**config.mk**
```make
export PLATFORM = sky130hd
export DESIGN_NAME = cmpx_unit
export DESIGN_NICKNAME = d
export VERILOG_FILES = /design/src/rtl/cmpx_pkg.sv /design/src/rtl/cmpx_order.sv /design/src/rtl/cmpx_bytefind.sv /design/src/rtl/cmpx_carry.sv /design/src/rtl/cmpx_unit.sv
export SDC_FILE = /design/constraint.sdc
export NUM_CORES = 1
export LEC_CHECK = 0
export BUFFER_PORTS_ARGS = -buffer_cell sky130_fd_sc_hd__buf_2
export CAP_MARGIN = 0
export CORE_MARGIN = 2
export CORE_UTILIZATION = 53
export CTS_BUF_LIST = sky130_fd_sc_hd__clkbuf_16
export DETAILED_ROUTE_END_ITERATION = 10
export PLACE_DENSITY_LB_ADDON = 0.08
export SLEW_MARGIN = 20
export SYNTH_ARGS = -nofsm -noshare
export SYNTH_HDL_FRONTEND = slang
export SYNTH_SLANG_ARGS = --single-unit
```
**constraint.sdc**
```tcl
create_clock -name clk -period 4.7 [get_ports clk]
set_input_delay 1.41 -clock clk [delete_from_list [all_inputs] [get_ports clk]]
set_output_delay 1.41 -clock clk [all_outputs]
set_load 0.02 [all_outputs]
```
**src/rtl/cmpx_pkg.sv**
```systemverilog
// Package: shared operation codes for the compare and byte-match unit.
// Assumes a 2-bit operation field driven by the instruction decoder.
package cmpx_pkg;
    typedef enum logic [1:0] {
        OP_SCMP = 2'b00,
        OP_UCMP = 2'b01,
        OP_BFIND = 2'b10,
        OP_ADDC = 2'b11
    } cmpx_op_e;
endpackage

```
**src/rtl/cmpx_order.sv**
```systemverilog
// Module: ordering compare. Forms b - a and, when operand signs differ,
// replaces the top bit so that it flags b < a in the chosen interpretation.
// Assumes WIDTH >= 2; purely combinational.
module cmpx_order #(
    parameter int WIDTH = 32
) (
    input  logic [WIDTH-1:0] a,
    input  logic [WIDTH-1:0] b,
    input  logic             is_signed,
    output logic [WIDTH-1:0] diff_out
);
    localparam int MSB = WIDTH - 1;

    logic [WIDTH-1:0] raw;
    logic             sign_split;

    // Purpose: subtract via inverse-plus-one and patch the order bit.
    always_comb begin
        raw        = b + ~a + {{(WIDTH-1){1'b0}}, 1'b1};
        sign_split = a[MSB] ^ b[MSB];
        diff_out   = raw;
        if (sign_split) begin
            diff_out[MSB] = is_signed ? b[MSB] : a[MSB];
        end
    end
endmodule

```
**src/rtl/cmpx_bytefind.sv**
```systemverilog
// Module: first-matching-lane search. Lane 1 is the most significant lane;
// returns its 1-based index for the first equal lane, 0 when none match.
// Assumes WIDTH is a multiple of LANE_W; purely combinational.
module cmpx_bytefind #(
    parameter int WIDTH  = 32,
    parameter int LANE_W = 8
) (
    input  logic [WIDTH-1:0] a,
    input  logic [WIDTH-1:0] b,
    output logic [WIDTH-1:0] pos
);
    localparam int LANES = WIDTH / LANE_W;

    logic [LANES-1:0] hit;

    // One equality comparator per lane, lane 0 at the top of the word.
    for (genvar g = 0; g < LANES; g++) begin : g_lane
        localparam int HI = WIDTH - 1 - g * LANE_W;
        assign hit[g] = (a[HI -: LANE_W] == b[HI -: LANE_W]);
    end

    // Purpose: priority pick, lowest lane index (top lane) wins.
    always_comb begin
        pos = '0;
        for (int k = LANES - 1; k >= 0; k--) begin
            if (hit[k]) begin
                pos = WIDTH'(k + 1);
            end
        end
    end
endmodule

```
**src/rtl/cmpx_carry.sv**
```systemverilog
// Module: add with carry-in and the carry flag of that sum. The flag uses
// the headroom test: carry when b is all ones with cin set, or when the
// room above a is smaller than b + cin. Purely combinational.
module cmpx_carry #(
    parameter int WIDTH = 32
) (
    input  logic [WIDTH-1:0] a,
    input  logic [WIDTH-1:0] b,
    input  logic             cin,
    output logic [WIDTH-1:0] sum,
    output logic             cout
);
    localparam logic [WIDTH-1:0] ONES = {WIDTH{1'b1}};

    logic [WIDTH-1:0] cin_w;
    logic [WIDTH-1:0] b_inc;
    logic [WIDTH-1:0] room;

    // Purpose: form the sum and the headroom-based carry.
    always_comb begin
        cin_w = {{(WIDTH-1){1'b0}}, cin};
        b_inc = b + cin_w;
        room  = ONES - a;
        sum   = a + b_inc;
        cout  = ((b == ONES) && cin) || (room < b_inc);
    end
endmodule

```
**src/rtl/cmpx_unit.sv**
```systemverilog
// Module: top of the compare and byte-match unit. Selects one of four
// operations, registers result and carry flag with a valid strobe one cycle
// after the input strobe. Synchronous active-low reset. Holds the last
// result and flag while no input is accepted.
module cmpx_unit #(
    parameter int WIDTH  = 32,
    parameter int LANE_W = 8
) (
    input  logic             clk,
    input  logic             rst_n,
    input  logic             in_vld,
    input  logic [1:0]       op,
    input  logic [WIDTH-1:0] opa,
    input  logic [WIDTH-1:0] opb,
    input  logic             cin,
    output logic             res_vld,
    output logic [WIDTH-1:0] res,
    output logic             carry_out
);
    import cmpx_pkg::*;

    cmpx_op_e         op_sel;
    logic [WIDTH-1:0] ord_res;
    logic [WIDTH-1:0] find_res;
    logic [WIDTH-1:0] add_res;
    logic             add_cout;
    logic [WIDTH-1:0] nxt_res;

    assign op_sel = cmpx_op_e'(op);

    cmpx_order #(.WIDTH(WIDTH)) u_order (
        .a         (opa),
        .b         (opb),
        .is_signed (op_sel == OP_SCMP),
        .diff_out  (ord_res)
    );

    cmpx_bytefind #(.WIDTH(WIDTH), .LANE_W(LANE_W)) u_find (
        .a   (opa),
        .b   (opb),
        .pos (find_res)
    );

    cmpx_carry #(.WIDTH(WIDTH)) u_carry (
        .a    (opa),
        .b    (opb),
        .cin  (cin),
        .sum  (add_res),
        .cout (add_cout)
    );

    // Purpose: choose the result for the selected operation.
    always_comb begin
        unique case (op_sel)
            OP_SCMP, OP_UCMP: nxt_res = ord_res;
            OP_BFIND:         nxt_res = find_res;
            default:          nxt_res = add_res;
        endcase
    end

    // Purpose: output registers with synchronous reset and hold when idle.
    always_ff @(posedge clk) begin
        if (!rst_n) begin
            res       <= '0;
            carry_out <= 1'b0;
            res_vld   <= 1'b0;
        end else begin
            res_vld <= in_vld;
            if (in_vld) begin
                res       <= nxt_res;
                carry_out <= add_cout;
            end
        end
    end
endmodule

```
Yosys cells after proc, flatten, opt, wreduce, memory -nomap -nowiden

Index checks and enable logic that the tools add are counted.

Bits in registers: 34
Bits of input ports: 70
Logic and storage cells: 29

Add/subtract/negate cells: 5
$lt $le $gt $ge: 1
Equality and inequality tests: 7
Mux-type cells: 7
Bitwise gates (word level): 2
Reductions and logical operators: 4

Operators with widths:

| operator                                                              | number |
|---|---|
| 32-bit adder                                                          | 2 |
| 32-bit one-hot mux with 2 select lines                                | 1 |
| 32-bit by 1-bit adder with 32-bit output                              | 1 |
| 32-bit by 1-bit adder with 32-bit output, second input constant       | 1 |
| 32-bit equality test, second input constant                           | 1 |
| 8-bit equality test                                                   | 4 |
| 32-bit less-than comparator                                           | 1 |
| 32-bit NOT                                                            | 1 |
| 32-bit subtractor, first input constant                               | 1 |
| 3-bit 2-to-1 mux                                                      | 4 |
| 2-bit by 1-bit equality test with 1-bit output, second input constant | 1 |
| 2-bit equality test, second input constant                            | 1 |
| 2-bit logical NOT                                                     | 1 |
| 1-bit 2-to-1 mux                                                      | 2 |
| 2-bit OR reduction                                                    | 1 |
| 1-bit logical AND                                                     | 1 |
| 1-bit logical OR                                                      | 1 |
| 1-bit bitwise XOR                                                     | 1 |

Logic depth before layout (Yosys ltp)

Depth after elaboration: 6
Depth in mapped cells: 19

Modules after synthesis

A second synthesis with hierarchy kept.

Cell total of the unflattened synthesis: 976
Area, all modules: 7469.7 sq um

By module, submodules not included:

| module        | instances | cells an instance | area each (sq um) | sequential area each (sq um) |
|---|---|---|---|---|
| cmpx_carry    | 1         | 470               | 3239.4            | 0.0 |
| cmpx_unit     | 1         | 189               | 1948.1            | 680.7 |
| cmpx_order    | 1         | 240               | 1666.6            | 0.0 |
| cmpx_bytefind | 1         | 77                | 615.6             | 0.0 |

Worst setup path before layout

Ideal clock, no wire load.

Path kind: input -> register
Start point: input opb[3]
End point: register res[30]
Data arrival time: 4515 ps
Data required time: 4619 ps
Slack: 104 ps
Stages: 19
Buffers on the path: 0
Path through: and3_1 > nand3_1 > inv_1 > nand3_1 > nor2_1 > nand3_1 > nor2_1 > xor2_1 > inv_1 > ha_1 > a21o_1 > a21oi_1 > o221ai_1 > a211o_1 > or3_1 > o22ai_1 > xnor2_1 > nand2_1 > a41oi_1

Longest elaborated chain between the ends: 3
Elaborated cells on any way between the ends: 5
Those cells by class: add/sub (4); mux (1)

RTL lines:

| element                                                                         | RTL line                           | source |
|---|---|---|
| from (decl)                                                                     | cmpx_unit.sv:14                    | `input logic [WIDTH-1:0] opb,` |
| 32-bit by 1-bit adder with 32-bit output / 32-bit adder (equally long branches) | cmpx_carry.sv:22, cmpx_order.sv:19 |  |
| 32-bit adder / 32-bit by 1-bit adder with 32-bit output (equally long branches) | cmpx_carry.sv:24, cmpx_order.sv:19 |  |
| 32-bit one-hot mux with 2 select lines (*)                                      | cmpx_unit.sv:54                    | `unique case (op_sel)` |
| to (signal assigned)                                                            | cmpx_unit.sv:70                    | `res <= nxt_res;` |
| to (decl)                                                                       | cmpx_unit.sv:17                    | `output logic [WIDTH-1:0] res,` |

Every way passes the cells marked *; elsewhere a longest branch is shown, timed or not.
A chain may end at the register's enable or synchronous reset.

Final worst setup path

Start point: input opb[9]
End point: register res[26]

The elaborated chain is that of the path after synthesis.

==> results.yml <==
drt:
  antenna_left: 0
  vias: 7633
  wl_per_cell_um: 19.4
  first_iter_violations: 812
  wl_um: 24000
  dr.pass1.iters: 11
  drc: 6
  vias_per_cell: 6.19
global_routing:
  first_global_vias: 7280
  grt_use_met2: 0.599
  grt_pass1_wl_um: 36600
  met3_usage: 0.0300
  grt_max_degree: 56
  antenna_found_initial: 0
  gr-total-overflow: 0
  top_usage_layer: "met2"
  use_met1: 0.477
  grtUsageTotal: 0.353
timing:
  finalSetupTns_ns: 0
  finalCritPeriodShare: 0.982
  min_period_ns: 4.62
  fmax_ghz: 0.217
  setup_viol: 0
  hold_violations: 0
  final_max_slew_viol_count: 0
  holdWs_ns: 0.476
  worst_pin_slew_ns: 0.907
  slew_headroom: 0.396
  fin_skew_ns: 0
  worst_slack_ns: 0.0825
logic_synthesis:
  yosysSeqAreaShare: 0.108
  ys_async_sr_fraction: 0
  dominantRegCellSynth: "dfxtp_1"
  synthCells: 875
  syn_avg_cell_area_um2: 7.22
  synth-seq-cells: 34
  synth.yosys.warnings: 0
  synth.distinct_cells: 74
  synth-edff-count: 0
  syn_area_mm2: 0.00631
  syn-num-nets: 1043
cts:
  cts.sinks: 34
  cts_tree: "done"
  h-tree-depth: 2
  cts_made_buffers: 5
  clk_pin_slew_worst_paths_ns: 0.06
  cts-root-buf: "clkbuf_16"
  clock_latency_ns: 0.29
  clockBufferDepth: 2
  hold_buffers: 0
critical_path:
  r2r_end: "res[31]"
  path_class: "in2reg"
  worstPathCellList: "buf_2 -> nand3_1 -> nor2_2 -> nand2_2 -> nor3_4 -> buf_6 -> nand2_2 -> xnor2_2 -> inv_2 -> ha_4 -> nand4_1 -> or3b_4 -> o21ai_4 -> buf_4 -> a211o_1 -> nand3_1 -> mux2i_1 -> o2111ai_1 -> o221a_1"
  cp.arrival_ns: 4.80
  cpPeakStageDelay_ns: 0.47
  worst_ep_required_time_ns: 4.89
  r2r_cells: 2
  end_kind: "flip-flop"
  cpMaxStageDelayCell: "or3b_4"
  r2r_start: "res[31]"
  critPathMaxFanout: 3
  regToRegSetupSlack_ns: 3.93
  start_kind: "primary input"
min_path:
  min_path_type: "reg2reg"
  hold_start: "res[8]"
  holdPathStages: 1
  hold_end: "res[8]"
outcome:
  status: "finished with violations"
  violations: "DRC"
power_and_ir_drop:
  p_leak_nw: 4.36
  ir_drop_mv: 0.182
  p_per_area_mw_per_mm2: 206
floorplanning:
  core-area_mm2: 0.0115
  rows: 39
  initial_core_util: 0.548
  die_h_um: 113
  ioPinCount: 104
  die_area_mm2: 0.0128
  die-width_um: 113
placed_design:
  dp_hpwl_um: 18200
  portBuffers: 103
  globalplace.congestion: 0.994
  place_ws_ns: -0.519
finish:
  num_antenna_cells: 0
  final_nets: 1257
  syn2layout_area_growth_pct: 35.0
  drive_above_1_share: 0.301
  fillers: 949
flow_run:
  drv_cap: 0
how the worst max path moves through the flow:
| stage | to | from |
|---|---|---|
| 3_3_place_gp | res[28] | opb[3] |
| 4_1_cts | res[28] | opb[0] |
| 5_1_grt | res[26] | opb[0] |
| 3_5_place_dp | res[28] | opb[3] |
| 6_report | res[26] | opb[9] |
| 2_1_floorplan | res[30] | opb[3] |
worst max-delay path, delay by kind of cell:
kind | cells | cell delay (ns)
buf+inv | 4 | 0.46
compound gates | 4 | 0.73
fa+ha+maj | 1 | 0.29
mux | 1 | 0.21
simple gates | 8 | 1.51
xor+xnor | 1 | 0.19
sequential cells by signal, indices dropped and copies added, names as in the netlist:
| name | cells |
|---|---|
| carry_out | 1 |
| res | 32 |
| res_vld | 1 |
metrics by stage:
stage | instance area [um^2] | power, W | util | cells
floorplan | 6310 | 0.000906 | - | 875
global placement | 7920 | 0.00125 | 0.688 | 1223
detailed placement | 7920 | 0.00127 | 0.688 | 1223
CTS | 8180 | 0.00168 | 0.710 | 1231
global route | 8520 | 0.00183 | 0.740 | 1233
finish | 8520 | 0.00175 | 0.740 | 1233
per-layer routing:
layer / vias up / part of all wire
met1: 3588 / 0.43
li1: 3593 / -
met2: 399 / 0.47
met3: 53 / 0.073
met5: - / 0
met4: 0 / 0.026
cell usage after synthesis, types with 3 or more instances:
master,instances,area [um^2]
o21ai_1,5,25.0
a32oi_1,3,26.3
nand2_1,61,229
and2_1,6,37.5
nand2b_1,8,50.1
dfxtp_1,34,681
clkbuf_1,33,124
o31ai_1,4,30.0
nand3b_1,3,22.5
and3_1,20,125
ha_1,96,1200
a21oi_1,86,430
a2bb2oi_1,7,61.3
xor2_1,35,307
o21a_1,10,75.1
or2_2,3,18.8
nand3_1,25,125
buf_2,8,40.0
o21bai_1,11,82.6
nor3_1,14,70.1
inv_1,77,289
o221ai_1,6,52.6
nor2_1,54,203
a41oi_1,5,43.8
nor2b_1,3,18.8
a21o_1,44,330
nor4_1,7,43.8
o211ai_1,5,37.5
nand4_1,15,93.8
o21ai_0,51,255
o211a_1,5,50.1
o2111ai_1,4,35.0
and4_1,3,26.3
xnor2_1,44,385
a211oi_1,6,45.0
nand4b_1,3,26.3
a211o_1,6,52.6
a31oi_1,12,75.1
or3_1,7,43.8
cell usage in the layout, fill, tap and decap left out, types with 4 or more instances in the layout:
cell	synthesis	final
nor3_1	14	12
xor2_1	35	33
xnor2_1	44	37
a2bb2oi_1	7	7
ha_1	96	87
nand3_1	25	20
o21ai_1	5	6
o211ai_1	5	5
a21oi_2	0	4
a21oi_1	86	82
o211a_1	5	5
a211oi_1	6	5
clkbuf_16	0	5
and3_1	20	17
and2_1	6	5
a211o_1	6	6
nor2_1	54	47
nand2_2	0	4
ha_4	0	8
a21o_1	44	44
o2111ai_1	4	4
o221ai_1	6	4
or3_1	7	7
a41oi_1	5	5
dfxtp_1	34	34
buf_2	8	103
o21bai_1	11	10
nor2_2	0	7
o21ai_0	51	49
buf_4	0	143
inv_1	77	76
nand2b_1	8	8
xnor2_2	0	7
a31oi_1	12	10
nor4_1	7	6
nand4_1	15	15
o21a_1	10	10
nand2_1	61	57
report_power, final:
group	leakage, nW	switching, W	internal (W)
Sequential	0.282	0.0000154	0.000314
Combinational	4.00	0.000566	0.000452
Clock	0.0760	0.000153	0.000251
logic make-up (layout without fill, tap and decap cells):
group	Yosys count	in the layout	share of synthesized area
AO/OA/AOI/OAI	303	303	0.320
AND/OR/NAND/NOR	240	240	0.191
buffers and inverters	119	334	0.0723
adder cells (fa/ha/maj)	98	98	0.197
XOR/XNOR	79	79	0.110
flip-flops	34	34	0.108
multiplexers	2	2	0.00317
area by class of cell:
| type | count | area, um^2 | area share |
|---|---|---|---|
| clock buffer | 5 | 125 | 0.0147 |
| timing repair buffer | 248 | 1610 | 0.189 |
| clock inverter | 3 | 45.0 | 0.00528 |
| multi-input combinational | 722 | 5590 | 0.656 |
| inverter | 78 | 293 | 0.0344 |
| sequential | 34 | 681 | 0.0799 |
| tap | 143 | 179 | 0.0210 |
what timing repair did:
item | in CTS | in global routing
resized for setup | 13 | 62
pin swaps | 3 | 18
setup endpoints to repair | 5 | 14
buffers inserted | 0 | 2
Power figures use the tool's default switching activity.
